File: src/rtl/cts_pkg.sv
package cts_pkg;
  localparam int BYTE_W = 8;

  typedef enum logic [1:0] {
    ST_IDLE = 2'd0,
    ST_SEND = 2'd1,
    ST_ACK  = 2'd2,
    ST_RESP = 2'd3
  } cts_state_e;
endpackage

File: src/rtl/cts_wait_timer.sv
module cts_wait_timer #(
  parameter int LIMIT = 10000
) (
  input  logic clk,
  input  logic rst_n,
  input  logic waiting,
  input  logic ready,
  output logic expired
);
  localparam int CW = $clog2(LIMIT + 1);

  logic [CW-1:0] cnt_q, cnt_d;
  logic          cnt_en;

  // Counts consecutive cycles spent waiting without the awaited handshake.
  always_comb begin
    cnt_en = 1'b1;
    if (!waiting || ready) cnt_d = '0;
    else if (expired)      cnt_d = '0;
    else                   cnt_d = cnt_q + 1'b1;
  end

  always_ff @(posedge clk or negedge rst_n) begin
    if (!rst_n)      cnt_q <= '0;
    else if (cnt_en) cnt_q <= cnt_d;
  end

  assign expired = waiting && !ready && (cnt_q == CW'(LIMIT - 1));
endmodule

File: src/rtl/cts_result_buf.sv
module cts_result_buf #(
  parameter int SLOTS = 8,
  parameter int IDX_W = 4
) (
  input  logic                 clk,
  input  logic                 rst_n,
  input  logic                 clr,
  input  logic                 we,
  input  logic [IDX_W-1:0]     idx,
  input  logic [7:0]           wdata,
  output logic [8*SLOTS-1:0]   data
);
  for (genvar g = 0; g < SLOTS; g++) begin : g_slot
    logic [7:0] slot_q;
    logic       slot_en;

    assign slot_en = clr || (we && (idx == IDX_W'(g)));

    always_ff @(posedge clk or negedge rst_n) begin
      if (!rst_n)       slot_q <= '0;
      else if (slot_en) slot_q <= clr ? 8'h00 : wdata;
    end

    assign data[8*g +: 8] = slot_q;
  end
endmodule

File: src/rtl/cts_sequencer.sv
module cts_sequencer
  import cts_pkg::*;
#(
  parameter int MAX_BYTES  = 8,
  parameter int REQ_W      = 4,
  parameter int POLL_LIMIT = 10000
) (
  input  logic                   clk,
  input  logic                   rst_n,
  input  logic                   start,
  input  logic [7:0]             opcode,
  input  logic [REQ_W-1:0]       in_count,
  input  logic [REQ_W-1:0]       out_count,
  input  logic [8*MAX_BYTES-1:0] param_bytes,
  input  logic                   tx_ready,
  output logic                   tx_valid,
  output logic [7:0]             tx_byte,
  input  logic                   rx_avail,
  input  logic [7:0]             rx_byte,
  output logic                   rx_pop,
  output logic                   busy,
  output logic                   done,
  output logic                   timeout,
  output logic [7:0]             ack_byte,
  output logic [8*MAX_BYTES-1:0] resp_bytes,
  output logic [15:0]            status_word
);
  localparam int IDX_W = $clog2(MAX_BYTES + 1);
  localparam int SH_W  = BYTE_W * (MAX_BYTES + 1);

  // Reset: asserted asynchronously, released on a clock edge.
  logic [1:0] rst_sync_q;
  logic       rst_i;

  always_ff @(posedge clk or negedge rst_n) begin
    if (!rst_n) rst_sync_q <= 2'b00;
    else        rst_sync_q <= {rst_sync_q[0], 1'b1};
  end
  assign rst_i = rst_sync_q[1];

  cts_state_e       state_q, state_d;
  logic [IDX_W-1:0] idx_q, idx_d;
  logic [IDX_W-1:0] n_in_q, n_out_q;
  logic [SH_W-1:0]  sh_q;
  logic             accept, finish, expired, wait_ready;
  logic             done_q, to_q;
  logic [7:0]       ack_q;
  logic [IDX_W-1:0] n_in_eff, n_out_eff;

  assign n_in_eff  = (in_count  > REQ_W'(MAX_BYTES)) ? IDX_W'(MAX_BYTES) : IDX_W'(in_count);
  assign n_out_eff = (out_count > REQ_W'(MAX_BYTES)) ? IDX_W'(MAX_BYTES) : IDX_W'(out_count);

  assign busy     = (state_q != ST_IDLE);
  assign accept   = (state_q == ST_IDLE) && start;
  assign tx_valid = (state_q == ST_SEND) && tx_ready;
  assign rx_pop   = ((state_q == ST_ACK) || (state_q == ST_RESP)) && rx_avail;
  assign tx_byte  = sh_q[7:0];
  assign wait_ready = (state_q == ST_SEND) ? tx_ready : rx_avail;

  cts_wait_timer #(.LIMIT(POLL_LIMIT)) u_timer (
    .clk    (clk),
    .rst_n  (rst_i),
    .waiting(busy),
    .ready  (wait_ready),
    .expired(expired)
  );

  // Next-state logic.
  always_comb begin
    state_d = state_q;
    idx_d   = idx_q;
    finish  = 1'b0;
    unique case (state_q)
      ST_IDLE: if (start) begin
        state_d = ST_SEND;
        idx_d   = '0;
      end
      ST_SEND: if (tx_valid) begin
        if (idx_q == n_in_q) begin
          state_d = ST_ACK;
          idx_d   = '0;
        end else begin
          idx_d = idx_q + 1'b1;
        end
      end else if (expired) begin
        state_d = ST_IDLE;
        finish  = 1'b1;
      end
      ST_ACK: if (rx_pop) begin
        if (n_out_q == '0) begin
          state_d = ST_IDLE;
          finish  = 1'b1;
        end else begin
          state_d = ST_RESP;
        end
      end else if (expired) begin
        state_d = ST_IDLE;
        finish  = 1'b1;
      end
      ST_RESP: if (rx_pop) begin
        if (idx_q == n_out_q - 1'b1) begin
          state_d = ST_IDLE;
          finish  = 1'b1;
        end else begin
          idx_d = idx_q + 1'b1;
        end
      end else if (expired) begin
        state_d = ST_IDLE;
        finish  = 1'b1;
      end
      default: state_d = ST_IDLE;
    endcase
  end

  // State registers.
  always_ff @(posedge clk or negedge rst_i) begin
    if (!rst_i) begin
      state_q <= ST_IDLE;
      idx_q   <= '0;
      done_q  <= 1'b0;
      to_q    <= 1'b0;
    end else begin
      state_q <= state_d;
      idx_q   <= idx_d;
      done_q  <= finish;
      if (accept)                to_q <= 1'b0;
      else if (busy && expired)  to_q <= 1'b1;
    end
  end

  // Command capture and transmit shift register.
  always_ff @(posedge clk or negedge rst_i) begin
    if (!rst_i) begin
      n_in_q  <= '0;
      n_out_q <= '0;
      sh_q    <= '0;
    end else if (accept) begin
      n_in_q  <= n_in_eff;
      n_out_q <= n_out_eff;
      sh_q    <= {param_bytes, opcode};
    end else if (tx_valid) begin
      sh_q    <= sh_q >> BYTE_W;
    end
  end

  always_ff @(posedge clk or negedge rst_i) begin
    if (!rst_i)                                  ack_q <= '0;
    else if ((state_q == ST_ACK) && rx_pop)      ack_q <= rx_byte;
  end

  cts_result_buf #(.SLOTS(MAX_BYTES), .IDX_W(IDX_W)) u_rbuf (
    .clk  (clk),
    .rst_n(rst_i),
    .clr  (accept),
    .we   ((state_q == ST_RESP) && rx_pop),
    .idx  (idx_q),
    .wdata(rx_byte),
    .data (resp_bytes)
  );

  assign done        = done_q;
  assign timeout     = to_q;
  assign ack_byte    = ack_q;
  assign status_word = {resp_bytes[7:0], resp_bytes[15:8]};
endmodule

File: config.mk
export PLATFORM = sky130hd
export DESIGN_NAME = cts_sequencer
export DESIGN_NICKNAME = d
export VERILOG_FILES = /design/src/rtl/cts_pkg.sv /design/src/rtl/cts_wait_timer.sv /design/src/rtl/cts_result_buf.sv /design/src/rtl/cts_sequencer.sv
export SDC_FILE = /design/constraint.sdc
export NUM_CORES = 1
export LEC_CHECK = 0
export ABC_AREA = 1
export BUFFER_PORTS_ARGS = -buffer_cell sky130_fd_sc_hd__buf_2
export CAP_MARGIN = 20
export CELL_PAD_IN_SITES_DETAIL_PLACEMENT = 2
export CELL_PAD_IN_SITES_GLOBAL_PLACEMENT = 2
export CORE_MARGIN = 4
export CORE_UTILIZATION = 33
export CTS_BUF_LIST = sky130_fd_sc_hd__clkbuf_4
export CTS_CLUSTER_DIAMETER = 100
export CTS_CLUSTER_SIZE = 20
export DETAILED_ROUTE_END_ITERATION = 8
export GPL_TIMING_DRIVEN = 0
export HOLD_SLACK_MARGIN = 0.02
export PLACE_DENSITY_LB_ADDON = 0.1
export SYNTH_ARGS = -nofsm -noshare
export SYNTH_HDL_FRONTEND = slang
export SYNTH_SLANG_ARGS = --single-unit
export TNS_END_PERCENT = 5
File: constraint.sdc
create_clock -name clk -period 7.4 [get_ports clk]
set_clock_uncertainty 0.05 [all_clocks]
set_input_delay 0.37 -clock clk [delete_from_list [all_inputs] [get_ports clk]]
set_output_delay 0.37 -clock clk [all_outputs]
set_load 0.02 [all_outputs]
Yosys cells after proc, flatten, opt, wreduce, memory -nomap -nowiden
Cells that the tools add are included.
Storage, ports and cells
  register bits: 176
  output and inout port bits: 101
Operators by class
  equal/unequal tests: 19
  $add $sub $neg: 3
  reductions and logical operators: 37
  order comparisons: 2
  muxes and demuxes: 32
Operators with widths (count)
  $mux 72: 2
  $mux 14: 2
  $mux 4: 7
  $eq 4x3->1 const B: 4
  $logic_and 1x1->1: 16
  $mux 2: 8
  $add 14x1->14 const B: 1
  $eq 14x14->1 const B: 1
  $pmux 4 s3: 1
  $logic_or 1x1->1: 10
  $mux 1: 9
  $eq 4x2->1 const B: 2
  $eq 4x4->1: 2
  $gt 4x4->1 const B: 2
  $logic_not 4->1: 2
  $mux 8: 1
  $ne 2x2->1 const B: 4
  $pmux 2 s4: 1
  $ne 3x2->1 const B: 2
  $reduce_bool 2->1: 3
  $reduce_and 5->1: 1
  $add 4x1->4 const B: 1
  $eq 2x2->1 const B: 2
  $eq 4x1->1 const B: 1
  other kinds (7): 8

Longest topological paths before layout
  depth in word-level cells: 8
  mapped depth: 12
  mapped depth without buffers: 12

Modules after synthesis
A second synthesis with hierarchy kept.
Unflattened totals
  cells, all modules: 967
  area, all modules: 8224.1 µm²
Modules (own cells, without submodules)
  cts_sequencer: cells an instance 558, area an instance 4705.8 µm², times used 1, seq. area each 2452.4 µm²
  cts_result_buf: cells an instance 311, area an instance 2700.1 µm², times used 1, seq. area each 1601.5 µm²
  cts_wait_timer: cells an instance 98, area an instance 818.3 µm², times used 1, seq. area each 350.3 µm²

Worst setup path after synthesis
OpenSTA, ideal clock, no wires.
  kind: register -> register
  start point: register idx_q[2]
  end point: register u_rbuf.g_slot[1].slot_q[0]
  arrival time: 1381 ps
  data required time: 7225 ps
  cell stages (with the launch flop): 6
  buffers on the path: 1
  path slack: 5844 ps
  clock period less this slack: 1556 ps
  cells stage by stage: dfrtp_1 buf_2 nor2_1 nand3_1 nand2_1 mux2_2
On the way
  longest elaborated chain between the ends: 3
Ends and longest elaborated chain
  start: declaration: RTL line cts_sequencer.sv:42  | logic [IDX_W-1:0] idx_q, idx_d;
  start signal: assignment: RTL line cts_sequencer.sv:124  | idx_q <= idx_d;
  $eq 4x1->1: RTL line cts_result_buf.sv:17  | assign slot_en = clr || (we && (idx == IDX_W'(g)));
  $logic_and 1x1->1: RTL line cts_result_buf.sv:17
  $logic_or 1x1->1: RTL line cts_result_buf.sv:17
  end signal: assignment: RTL line cts_result_buf.sv:21  | else if (slot_en) slot_q <= clr ? 8'h00 : wdata;
  end: declaration: RTL line cts_result_buf.sv:14  | logic [7:0] slot_q;
No other way between the ends.
A chain may end at the register's enable or synchronous reset.

Worst setup path in the final report
  start point: register state_q[1]
  end point: output tx_valid
On the way
  longest elaborated chain between the ends: 2
Ends and longest elaborated chain
  start: declaration: RTL line cts_sequencer.sv:41  | cts_state_e state_q, state_d;
  start signal: assignment: RTL line cts_sequencer.sv:123  | state_q <= state_d;
  $eq 2x1->1: RTL line cts_sequencer.sv:55  | assign tx_valid = (state_q == ST_SEND) && tx_ready;
  $logic_and 1x1->1: RTL line cts_sequencer.sv:55
  end: declaration: RTL line cts_sequencer.sv:16  | output logic tx_valid,
No other way between the ends.

==> results.txt <==
Internal power: 2.14 mW
Routability congestion estimate from global placement: 0.772
Netlist area before placement: 8100 µm²
Drt drc: 0
Post-synth EDFFs: 0
Max Fclk: 402 MHz
Ports placed on the boundary: 194
DP HPWL: 19700 µm
Placed Instances: 1452
Flop pwr share: 38.8%
Number of standard cells after synthesis: 933
Worst-case vdd ir drop: 0.121 mV
Number of inserted filler cells in the final layout: 2756
Number of global-route vias before repair: 8338
Post-route setup slack: 4910 ps
Fraction of layout cells with a size suffix above 1: 24.9%
Routed length per placed instance: 18.4 µm
Switching power share of the total: 46.3%
Non-filler cells, final: 1576
Vias post-DR: 7547
Total routing usage reported by global routing: 21.7%
TritonCTS clock tree: yes
Crit-path leading delay family: simple AND/OR/NAND/NOR gates
Largest family of logic cells by synthesized area: compound AO/OA/AOI/OAI gates
Total count of hold-check failures in the final report: 0
Cell taking the most area after synthesis: sky130_fd_sc_hd__dfrtp_1
Die outline height: 165 µm
Quantity of gates resized following cts: 0
Post-synthesis xor/xnor area fraction: 0.973%
Hold crit path type: in2reg
Final instance area: 10700 µm²
Worst-path maximum fanout: 10
Logic gate share of total power: 47.4%
Worst setup path class: reg2out
Fraction of the mapped netlist area in adder cells: 1.08%
Synth-to-layout area growth: 32.2%
Cells taking the most area after synthesis: sky130_fd_sc_hd__dfrtp_1 (54%), sky130_fd_sc_hd__o21ai_0 (9.8%), sky130_fd_sc_hd__nand2_1 (9.4%)
Data required, critical path: 6980 ps
Clk root buf: sky130_fd_sc_hd__clkbuf_4
Setup repair after global routing missed its margin: no
Number of vias per cell after detailed routing: 4.79
# port buffers: 193
Share of synthesized area spent on multiplexers: 0.278%
# setup viols final: 0
Period utilization: 33.6%
H-tree levels: 4
Reported leakage power: 5.56 nW
Count of state elements after synthesis: 176
Net count after synthesis: 1033
Time the final worst path needs with I/O delays and setup: 2490 ps
Wire length of the first global-routing pass: 45900 µm
Slew headroom: 41.0%
Maximum number of pins on one net before global-route repair: 65
Total number of yosys warnings: 0
Total net switching power: 1.84 mW
Endpoint type of the worst setup path: output pin
Actual slew at the worst max-slew pin: 885 ps
CP max-delay cell: sky130_fd_sc_hd__dfrtp_1
Crit path cell chain: nor2_2 > nand2_2 > inv_1 > buf_2
Number of nets with antenna violations after routing: 0
Clock insertion delay at the later pin of the skew report: 600 ps
Wire length after detailed routing: 28900 µm
Pwr per Cell Area: 371 nW/µm²
Final number of max-transition violations: 0
Number of clock sinks: 176
Width of the chip: 165 µm
Worst hold slack: 94.9 ps
Fraction of synthesized cell area taken by the top area cell type: 54.4%
Overall power consumption: 3.98 mW
Die Footprint: 27100 µm²
Share of total power in the clock network: 13.8%
Post-synth ARST share: 100%
Clock tree buffer depth: 2
Maximum Capacitance Violations: 0
Core region area: 24200 µm²
Post-layout net count: 1338
Area after DPL: 9530 µm²
Clock-pin slew on the worst setup and hold paths: 160 ps
Average cell area after synthesis: 8.68 µm²
Number of buffers created by CTS: 17
Fraction of the mapped netlist area in compound gates: 16.7%
Unique cell type count in the Yosys netlist: 42
Share of the yosys chip area belonging to registers: 54.4%
Number of DRC markers in iteration 0: 321
Synth Area in Simple Gates: 15.8%
Worst setup timing slack at the placement stage: 5370 ps
Crit path launch type: register
Number of detailed-routing iterations run before antenna repair: 4
Site row count: 57
GR Overflow Total: 0
Initial cell density of the core: 33.4%
Most used flip-flop cell after synthesis: sky130_fd_sc_hd__dfrtp_1
Status: complete, no violations
CP arrival: 2070 ps
Buf+Inv Stages, Crit Path: 2
Largest incremental delay on the critical path: 490 ps
Antenna violations before repair: 1
flip-flops by register name (all words and copies together), names as in the netlist:
name,count
u_rbuf.g_slot.slot_q,64
done,1
sh_q,72
state_q,2
timeout,1
n_in_q,4
n_out_q,4
ack_byte,8
idx_q,4
rst_sync_q,2
u_timer.cnt_q,14
synth_stat cells (2+ instances only):
cell type / number
sky130_fd_sc_hd__xor2_1: 5
sky130_fd_sc_hd__inv_2: 13
sky130_fd_sc_hd__dfrtp_1: 176
sky130_fd_sc_hd__inv_1: 112
sky130_fd_sc_hd__buf_2: 13
sky130_fd_sc_hd__o21ai_2: 2
sky130_fd_sc_hd__nor2_1: 36
sky130_fd_sc_hd__o21ai_1: 60
sky130_fd_sc_hd__clkbuf_1: 16
sky130_fd_sc_hd__nand3_2: 3
sky130_fd_sc_hd__a21oi_1: 7
sky130_fd_sc_hd__buf_6: 6
sky130_fd_sc_hd__o211ai_1: 8
sky130_fd_sc_hd__o221ai_1: 5
sky130_fd_sc_hd__a31oi_1: 2
sky130_fd_sc_hd__o21ai_0: 159
sky130_fd_sc_hd__a21oi_4: 3
sky130_fd_sc_hd__ha_1: 7
sky130_fd_sc_hd__nor2_2: 3
sky130_fd_sc_hd__nand2_1: 203
sky130_fd_sc_hd__a22o_1: 2
sky130_fd_sc_hd__nand4_1: 5
sky130_fd_sc_hd__nand2_2: 5
sky130_fd_sc_hd__nand3_1: 33
sky130_fd_sc_hd__mux2_2: 2
sky130_fd_sc_hd__nor3_1: 4
sky130_fd_sc_hd__xnor2_1: 4
sky130_fd_sc_hd__buf_4: 25
worst reg2reg max path, delay by kind of cell, from the launching register on:
family / cells / cell delay (ps)
AOI/OAI and AO/OA: 1 / 100
buffers and inverters: 4 / 1030
and+or+nand+nor: 4 / 540
DFF: 1 / 430
repair_timing:
action | 4_1_cts | 5_1_grt
buffers inserted | 0 | 0
endpoints found under the hold margin | 89 | 0
hold buffers | 91 | 0
final timing paths:
check / startpoint / to / slack, ps / cells after the start
max: state_q[1]$_DFFE_PN0P_ / tx_valid / 4910 / 4
min: rx_byte[1] / ack_byte[1]$_DFFE_PN0P_ / 90 / 3
max reg2reg: state_q[0]$_DFFE_PN0P_ / n_out_q[2]$_DFFE_PN0P_ / 5180 / 9
min reg2reg: rst_sync_q[0]$_DFF_PN0_ / rst_sync_q[1]$_DFF_PN0_ / 340 / 0
max in group asynchronous: rst_sync_q[1]$_DFF_PN0_ / u_rbuf.g_slot[3].slot_q[3]$_DFFE_PN0P_ / 6050 / 1
min in group asynchronous: rst_sync_q[1]$_DFF_PN0_ / u_timer.cnt_q[12]$_DFF_PN0_ / 410 / 0
metrics by stage:
stage                     utilization, %  TNS (ps)
after global placement              39.1   -104090
after detailed placement            39.3         0
after global routing                44.2         0
final                               44.2         0
after CTS                           44.1         0
after floorplan                        -         0
placed cells by master, fill, tap and decap left out, types with 6 or more instances in the layout:
cell and count:
sky130_fd_sc_hd__buf_2 206, sky130_fd_sc_hd__nand2_1 203, sky130_fd_sc_hd__dfrtp_1 175, sky130_fd_sc_hd__o21ai_0 159, sky130_fd_sc_hd__inv_1 112, sky130_fd_sc_hd__dlygate4sd3_1 91, sky130_fd_sc_hd__o21ai_1 60, sky130_fd_sc_hd__nor2_1 36
sky130_fd_sc_hd__nand3_1 33, sky130_fd_sc_hd__buf_4 25, sky130_fd_sc_hd__clkbuf_4 17, sky130_fd_sc_hd__clkbuf_1 16, sky130_fd_sc_hd__inv_2 13, sky130_fd_sc_hd__o211ai_1 8, sky130_fd_sc_hd__a21oi_1 7, sky130_fd_sc_hd__ha_1 7
sky130_fd_sc_hd__buf_6 6
area by class of cell:
cell class                 count  area (µm²)  share of cell area, %
antenna                        2        5.00                 0.0467
buffer                        61         385                   3.60
clock buffer                  17         128                   1.19
clock inverter                14         138                   1.29
inverter                     127         484                   4.52
multi-input combinational    569        2820                   26.4
sequential                   176        4410                   41.2
tap                          324         405                   3.79
timing repair buffer         286        1930                   18.0
kinds of logic (layout without fill, tap and decap cells):
kind of cell | Yosys count | after routing
AO/OA/AOI/OAI | 251 | 251
adder cells (fa/ha/maj) | 7 | 7
multiplexers | 2 | 2
XOR/XNOR | 9 | 9
flip-flops | 176 | 176
buffers and inverters | 188 | 505
AND/OR/NAND/NOR | 299 | 299
other | 1 | 3
power by group through the flow:
stage / logic, mW / clock network (mW) / registers (mW)
6_report: 1.88 / 0.549 / 1.54
5_1_grt: 2.11 / 0.617 / 1.59
4_1_cts: 1.89 / 0.574 / 1.54
3_5_place_dp: 1.84 / 0 / 1.56
3_3_place_gp: 1.76 / 0 / 1.56
2_1_floorplan: 1.04 / 0 / 1.70
layer usage:
metal  GRT usage, %  wire length (µm)  part of all wire [%]
met1           27.6             12700                    44
met4           4.88               337                   1.2
met5              0                 0                     0
met3           3.74               947                   3.3
met2           38.7             15000                    52
(Power assumes the default switching activity.)
